## src/rtl/amute_pkg.sv

```systemverilog
package amute_pkg;
    typedef enum logic [1:0] {
        ST_PASS,
        ST_FALL,
        ST_SILENT,
        ST_RISE
    } ramp_state_t;
endpackage

```

## src/rtl/zero_run_detect.sv

```systemverilog
module zero_run_detect #(
    parameter int DATA_W  = 24,
    parameter int RUN_LEN = 1024
) (
    input  logic              clk,
    input  logic              rst_n,
    input  logic              valid,
    input  logic [DATA_W-1:0] left,
    input  logic [DATA_W-1:0] right,
    output logic              run_hit
);
    localparam int CNT_W = $clog2(RUN_LEN + 1);
    localparam logic [CNT_W-1:0] RUN_MAX = CNT_W'(RUN_LEN);
    localparam logic [CNT_W-1:0] ONE     = CNT_W'(1);

    logic [CNT_W-1:0] cnt;
    logic             both_zero;

    assign both_zero = (left == '0) && (right == '0);

    always_ff @(posedge clk) begin
        if (!rst_n) begin
            cnt <= '0;
        end else if (valid) begin
            if (!both_zero)
                cnt <= '0;
            else if (cnt != RUN_MAX)
                cnt <= cnt + ONE;
        end
    end

    assign run_hit = (cnt == RUN_MAX);

    assert_cnt_bounded_R6: assert property (@(posedge clk) disable iff (!rst_n)
        cnt <= RUN_MAX);
    assert_set_on_last_zero_R6: assert property (@(posedge clk) disable iff (!rst_n)
        (valid && both_zero && cnt == RUN_MAX - ONE) |=> run_hit);
    assert_clear_on_nonzero_R7: assert property (@(posedge clk) disable iff (!rst_n)
        (valid && !both_zero) |=> !run_hit);
    assert_idle_holds_R10: assert property (@(posedge clk) disable iff (!rst_n)
        !valid |=> $stable(cnt));
endmodule

```

## src/rtl/mute_select.sv

```systemverilog
module mute_select (
    input  logic clk,
    input  logic rst_n,
    input  logic pin_n,
    input  logic pin_float,
    input  logic reg_mute,
    input  logic zd_ovr,
    input  logic auto_hit,
    output logic req
);
    always_comb begin
        if (pin_float)
            req = auto_hit | reg_mute;
        else if (!pin_n)
            req = 1'b1;
        else
            req = reg_mute | (zd_ovr & auto_hit);
    end

    assert_pin_low_mutes_R2: assert property (@(posedge clk) disable iff (!rst_n)
        (!pin_float && !pin_n) |-> req);
    assert_reg_mutes_R5: assert property (@(posedge clk) disable iff (!rst_n)
        reg_mute |-> req);
    assert_high_blocks_auto_R9: assert property (@(posedge clk) disable iff (!rst_n)
        (!pin_float && pin_n && !reg_mute && !zd_ovr) |-> !req);
endmodule

```

## src/rtl/gain_ramp.sv

```systemverilog
module gain_ramp
    import amute_pkg::*;
#(
    parameter int STEPS = 256,
    localparam int GW   = $clog2(STEPS) + 1
) (
    input  logic          clk,
    input  logic          rst_n,
    input  logic          valid,
    input  logic          req,
    output logic [GW-1:0] gain
);
    localparam logic [GW-1:0] FULL = GW'(STEPS);
    localparam logic [GW-1:0] ONE  = GW'(1);

    ramp_state_t   st, st_nx;
    logic [GW-1:0] gain_nx;

    always_ff @(posedge clk) begin
        if (!rst_n) begin
            st   <= ST_PASS;
            gain <= FULL;
        end else begin
            st   <= st_nx;
            gain <= gain_nx;
        end
    end

    always_comb begin
        st_nx   = st;
        gain_nx = gain;
        if (valid) begin
            unique case (st)
                ST_PASS: begin
                    if (req) begin
                        st_nx   = ST_FALL;
                        gain_nx = gain - ONE;
                    end
                end
                ST_FALL: begin
                    if (!req) begin
                        gain_nx = gain + ONE;
                        st_nx   = (gain == FULL - ONE) ? ST_PASS : ST_RISE;
                    end else begin
                        gain_nx = gain - ONE;
                        st_nx   = (gain == ONE) ? ST_SILENT : ST_FALL;
                    end
                end
                ST_SILENT: begin
                    if (!req) begin
                        st_nx   = ST_RISE;
                        gain_nx = ONE;
                    end
                end
                ST_RISE: begin
                    if (req) begin
                        gain_nx = gain - ONE;
                        st_nx   = (gain == ONE) ? ST_SILENT : ST_FALL;
                    end else begin
                        gain_nx = gain + ONE;
                        st_nx   = (gain == FULL - ONE) ? ST_PASS : ST_RISE;
                    end
                end
            endcase
        end
    end

    assert_pass_full_R1: assert property (@(posedge clk) disable iff (!rst_n)
        (st == ST_PASS) |-> (gain == FULL));
    assert_silent_zero_R3: assert property (@(posedge clk) disable iff (!rst_n)
        (st == ST_SILENT) |-> (gain == '0));
    assert_step_down_R3: assert property (@(posedge clk) disable iff (!rst_n)
        (valid && req && gain != '0) |=> (gain == $past(gain) - ONE));
    assert_step_up_R4: assert property (@(posedge clk) disable iff (!rst_n)
        (valid && !req && gain != FULL) |=> (gain == $past(gain) + ONE));
    assert_idle_gain_R10: assert property (@(posedge clk) disable iff (!rst_n)
        !valid |=> $stable(gain));
endmodule

```

## src/rtl/sample_scaler.sv

```systemverilog
module sample_scaler #(
    parameter int DATA_W = 24,
    parameter int GW     = 9,
    parameter int SHIFT  = 8
) (
    input  logic              clk,
    input  logic              rst_n,
    input  logic              valid,
    input  logic [DATA_W-1:0] left,
    input  logic [DATA_W-1:0] right,
    input  logic [GW-1:0]     gain,
    output logic              out_valid,
    output logic [DATA_W-1:0] out_left,
    output logic [DATA_W-1:0] out_right
);
    localparam int PW = DATA_W + GW + 1;
    localparam logic [GW-1:0] FULL = GW'(1 << SHIFT);

    logic signed [PW-1:0] gain_s;
    assign gain_s = $signed({{(DATA_W){1'b0}}, 1'b0, gain});

    always_ff @(posedge clk) begin
        if (!rst_n) begin
            out_valid <= 1'b0;
            out_left  <= '0;
            out_right <= '0;
        end else begin
            out_valid <= valid;
            if (valid) begin
                out_left  <= DATA_W'(($signed({{(GW+1){left[DATA_W-1]}}, left}) * gain_s) >>> SHIFT);
                out_right <= DATA_W'(($signed({{(GW+1){right[DATA_W-1]}}, right}) * gain_s) >>> SHIFT);
            end
        end
    end

    assert_valid_follows_R10: assert property (@(posedge clk) disable iff (!rst_n)
        valid |=> out_valid);
    assert_no_spurious_R10: assert property (@(posedge clk) disable iff (!rst_n)
        !valid |=> !out_valid);
    assert_full_passthrough_R1: assert property (@(posedge clk) disable iff (!rst_n)
        (valid && gain == FULL) |=> (out_left == $past(left) && out_right == $past(right)));
    assert_zero_gain_silent_R3: assert property (@(posedge clk) disable iff (!rst_n)
        (valid && gain == '0) |=> (out_left == '0 && out_right == '0));
endmodule

```

## src/rtl/audio_mute_ctrl.sv

```systemverilog
module audio_mute_ctrl #(
    parameter int DATA_W     = 24,
    parameter int ZERO_RUN   = 1024,
    parameter int GAIN_STEPS = 256
) (
    input  logic              clk,
    input  logic              rst_n,
    input  logic              in_valid,
    input  logic [DATA_W-1:0] in_left,
    input  logic [DATA_W-1:0] in_right,
    input  logic              mute_pin_n,
    input  logic              mute_pin_float,
    input  logic              reg_mute,
    input  logic              reg_zero_ovr,
    output logic              out_valid,
    output logic [DATA_W-1:0] out_left,
    output logic [DATA_W-1:0] out_right,
    output logic              auto_muted,
    output logic              mute_req
);
    localparam int SHIFT = $clog2(GAIN_STEPS);
    localparam int GW    = SHIFT + 1;

    logic [GW-1:0] gain;

    zero_run_detect #(.DATA_W(DATA_W), .RUN_LEN(ZERO_RUN)) u_zero (
        .clk(clk), .rst_n(rst_n), .valid(in_valid),
        .left(in_left), .right(in_right), .run_hit(auto_muted)
    );

    mute_select u_sel (
        .clk(clk), .rst_n(rst_n), .pin_n(mute_pin_n), .pin_float(mute_pin_float),
        .reg_mute(reg_mute), .zd_ovr(reg_zero_ovr), .auto_hit(auto_muted), .req(mute_req)
    );

    gain_ramp #(.STEPS(GAIN_STEPS)) u_ramp (
        .clk(clk), .rst_n(rst_n), .valid(in_valid), .req(mute_req), .gain(gain)
    );

    sample_scaler #(.DATA_W(DATA_W), .GW(GW), .SHIFT(SHIFT)) u_scale (
        .clk(clk), .rst_n(rst_n), .valid(in_valid), .left(in_left), .right(in_right),
        .gain(gain), .out_valid(out_valid), .out_left(out_left), .out_right(out_right)
    );
endmodule

```

## config.mk

```make
export PLATFORM = sky130hd
export DESIGN_NAME = audio_mute_ctrl
export DESIGN_NICKNAME = d
export VERILOG_FILES = /design/src/rtl/amute_pkg.sv /design/src/rtl/zero_run_detect.sv /design/src/rtl/mute_select.sv /design/src/rtl/gain_ramp.sv /design/src/rtl/sample_scaler.sv /design/src/rtl/audio_mute_ctrl.sv
export SDC_FILE = /design/constraint.sdc
export NUM_CORES = 1
export LEC_CHECK = 0
export ABC_AREA = 1
export BUFFER_PORTS_ARGS = -buffer_cell sky130_fd_sc_hd__clkbuf_2
export CORE_MARGIN = 2
export CORE_UTILIZATION = 30
export CTS_CLUSTER_SIZE = 12
export DETAILED_ROUTE_END_ITERATION = 10
export REMOVE_ABC_BUFFERS = 1
export SETUP_SLACK_MARGIN = 0.02
export SYNTH_ARGS = -nofsm -noshare
export SYNTH_HDL_FRONTEND = slang
export SYNTH_SLANG_ARGS = --single-unit
export TNS_END_PERCENT = 30
```

## constraint.sdc

```tcl
create_clock -name clk -period 8.9 [get_ports clk]
set_input_delay 0 -clock clk [delete_from_list [all_inputs] [get_ports clk]]
set_output_delay 0 -clock clk [all_outputs]
set_load 0.01 [all_outputs]
```

==> reports/qor.txt <==
FINISH
-------------------------------------------------------------------------------------------
Fraction of layout cells with a size suffix above 1                                   5.72%
Register cell area after layout                                                    1430 um2
Final instance area                                                               21300 um2
# diodes                                                                                  0
Filler cell count in the final layout                                                  7205
Synth-to-layout area growth                                                           7.43%
Final net count                                                                        3484
Most frequent standard cell in the layout excluding fill and tap cells              nand2_1
Commonest cells after routing, fill and taps aside                             nand2_1 (879), inv_1 (803), fa_1 (340)
Number of standard cells in the final layout excluding fillers                         3820
Footprint of the multi-input gates                                                14800 um2

SETUP PATH
-------------------------------------------------------------------------------------------
Endpoint type of the worst setup path                                                  flop
Critical register-to-register path endpoint                                    u_scale.out_right[19]$_SDFFE_PN0P_
Critical register-to-register path startpoint                                  u_ramp.gain[1]$_SDFFE_PN0P_
Kind of critical path                                                            reg -> reg
Setup slack of the worst register-to-register path                                  3050 ps
Arrival time worst endpoint                                                         6120 ps
Critical-path maximum fanout                                                             30
Reg2Reg Depth                                                                            21
Element type at the critical path start                                                flop
CP required                                                                         9160 ps

CLOCKING
-------------------------------------------------------------------------------------------
Gates resized, CTS repair                                                                 0
Max H-tree Level                                                                          3
Number of clock sinks                                                                    71
Largest buffer count on any clock path                                                    2
Skew-Pair Late Insertion Delay                                                       370 ps
TritonCTS Buffers                                                                         9
Clock tree from TritonCTS                                                             built
Root buffer selected by CTS                                                       clkbuf_16
Clock-pin slew of the registers on the worst-case setup and hold paths                70 ps
Setup repair bufs after CTS                                                               0
Hold bufs inserted after CTS                                                              0

DRT
-------------------------------------------------------------------------------------------
Number of detailed-route iterations in the first pass                                     5
Met3 wirelength from detailed routing                                               2600 um
Routed met2 length                                                                 25800 um
Number of vias after detailed routing                                                 17000
Vias per cell                                                                          4.45
Avg WL per Cell                                                                     13.8 um
Number of design-rule violations left by the first detailed-router iteration            817
Wl on met1                                                                         23400 um
Detail Route Antenna Nets                                                                 0
Highest layer used for signal routing                                                  met5
Detailed Route WL                                                                  52800 um
Residual DRC count                                                                        0

STATUS
-------------------------------------------------------------------------------------------
Run status                                                                     finished clean

PLACEMENT
-------------------------------------------------------------------------------------------
Cell Count Post-Placement                                                              3804
Gp weighted congestion                                                                0.944
Number of buffers added on ports                                                        105
Placed inst area                                                                  21000 um2
Detailed placer's ending HPWL                                                      43100 um

GLOBAL ROUTING
-------------------------------------------------------------------------------------------
Initial antenna violation count                                                           3
Total congestion overflow                                                                 0
Pin count of the biggest net entering global routing                                     57
Wire length of the first global-routing pass                                       88500 um
Total routing resource utilization after global routing                               16.2%
Via count of the first global-routing pass                                            17300

DIE
-------------------------------------------------------------------------------------------
Number of primary I/O pins                                                              106
Total Die Area                                                                    68200 um2
Row count                                                                                94
Die X-Extent                                                                         261 um
Floorplan Core Area                                                               65600 um2
Chip Height                                                                          261 um
Starting utilization of the core area                                                 30.2%

SYNTHESIS
-------------------------------------------------------------------------------------------
Register area share after synthesis                                                   7.16%
Post-synthesis cell type count                                                           48
Mean post-synth cell area                                                          6.73 um2
EDFF count, synth                                                                         0
Cell area after synthesis                                                         19800 um2
Async set or reset register ratio after synthesis                                        0%
Warning count from the yosys run                                                          0
Top_reg_cell synth                                                                  dfxtp_1
Instance count of the mapped netlist                                                   2947
Synth Register Bits                                                                      71

TIMING
-------------------------------------------------------------------------------------------
Highest attainable clock frequency                                                  171 MHz
Headroom to the max-slew limit                                                        47.4%
Fin Clk Skew                                                                        8.67 ps
Final clock period utilization by the worst path                                      65.8%
Total setup violations reported at the end of the flow                                    0
Number of max-slew violations in the final report                                         0
RSZ-0062 raised after global routing                                                     no
Final worst hold slack                                                               197 ps
Final-layout setup total negative slack                                                0 ps
Final worst path period need                                                        5850 ps
Worst Tran Pin Value                                                                 789 ps
Number of hold violations in the final report                                             0

MIN PATH
-------------------------------------------------------------------------------------------
Worst Hold Path Cells                                                                     2
Hold worst-path end                                                            u_scale.out_right[0]$_SDFFE_PN0P_
Class of the tightest hold or removal check                                       in -> reg
Hold Crit Start                                                                    in_valid

PWR
-------------------------------------------------------------------------------------------
PwrDens                                                                          284 nW/um2
Total leakage power                                                                 13.3 nW
Maximum resistive drop on vdd                                                        123 uV

FLOW RUN
-------------------------------------------------------------------------------------------
Max-cap check violation count                                                             0

## sequential cells by signal, summed over array words and instances (netlist names), named ones only
name / cells
u_zero.cnt: 11
u_scale.out_right: 24
u_ramp.gain: 9
u_scale.out_valid: 1
u_ramp.st: 1
u_scale.out_left: 24
## synthesized netlist by cell type, drive strengths merged (23+ instances only)
master | n | area (um2)
clkbuf | 62 | 233
xor2 | 23 | 201
nor2 | 207 | 795
nand3 | 111 | 578
fa | 340 | 6810
inv | 808 | 3040
dfxtp | 71 | 1420
nor3 | 24 | 136
o21ai | 60 | 308
nand2 | 883 | 3330
ha | 138 | 1730
buf | 62 | 327
a21oi | 92 | 464
## through the flow
stage | utilization, % | worst slack (ps) | power (W)
after CTS | 32.5 | 3060 | 0.00611
final | 32.5 | 3050 | 0.00605
after floorplan | - | 3390 | 0.00423
after global routing | 32.5 | 2680 | 0.00696
after global placement | 32.0 | 3100 | 0.00563
after detailed placement | 32.0 | 3050 | 0.00564
## worst max-delay path, stage by stage, from the launching register on
cell and delay [ps]:
dfxtp_2 680, buf_4 470, nand2_1 240, fa_1 590, inv_1 120, fa_1 510
inv_1 50, fa_1 480, fa_1 490, inv_1 50, fa_1 450, ha_1 420
nand2_1 100, inv_1 80, nand2_1 70, nor3_1 260, and3_1 210, nand2_1 90
nand3_1 90, nand2_1 50, nor2_1 160, nor2_1 60
## final cells by class
| class | count | share of cell area [%] |
|---|---|---|
| inverters | 809 | 14.3 |
| well taps | 864 | 5.07 |
| repair buffers | 117 | 2.90 |
| clock buffers | 10 | 1.07 |
| clock inverters | 6 | 0.440 |
| multi-input cells | 1943 | 69.5 |
| flip-flops and latches | 71 | 6.72 |
## layer usage
metal  vias to the layer above  global-route usage (%)
met4                         6                    3.42
met5                         -                       0
met3                        55                    2.43
met1                      8084                    21.0
met2                       364                    28.6
li1                       8471                       -
## worst max-delay path by stage
stage | from | endpoint | cells past startpoint
floorplan | u_ramp.gain[1]$_SDFFE_PN0P_ | u_scale.out_right[23]$_SDFFE_PN0P_ | 25
global placement | u_ramp.gain[1]$_SDFFE_PN0P_ | u_scale.out_right[19]$_SDFFE_PN0P_ | 21
detailed placement | u_ramp.gain[1]$_SDFFE_PN0P_ | u_scale.out_right[19]$_SDFFE_PN0P_ | 21
CTS | u_ramp.gain[1]$_SDFFE_PN0P_ | u_scale.out_right[19]$_SDFFE_PN0P_ | 21
global route | u_ramp.gain[1]$_SDFFE_PN0P_ | u_scale.out_right[19]$_SDFFE_PN0P_ | 21
finish | u_ramp.gain[1]$_SDFFE_PN0P_ | u_scale.out_right[19]$_SDFFE_PN0P_ | 21
## cells by family (layout without fill, tap and decap cells)
family | Yosys count | count (layout) | synth area share [%]
compound gates | 172 | 172 | 4.62
fa+ha+maj | 478 | 478 | 43.0
flops | 71 | 71 | 7.16
xor+xnor | 30 | 30 | 1.32
simple gates | 1263 | 1263 | 25.8
buf+inv | 933 | 942 | 18.1
## power by group
group	internal [W]	switching (W)	leakage (nW)	total, W
combinational	0.00182	0.00330	12.5	0.00512
clock	0.000248	0.000174	0.153	0.000422
sequential	0.000415	0.0000924	0.590	0.000507
total	0.00248	0.00357	13.3	0.00605
Note: power is estimated with default switching activity, not from simulation.
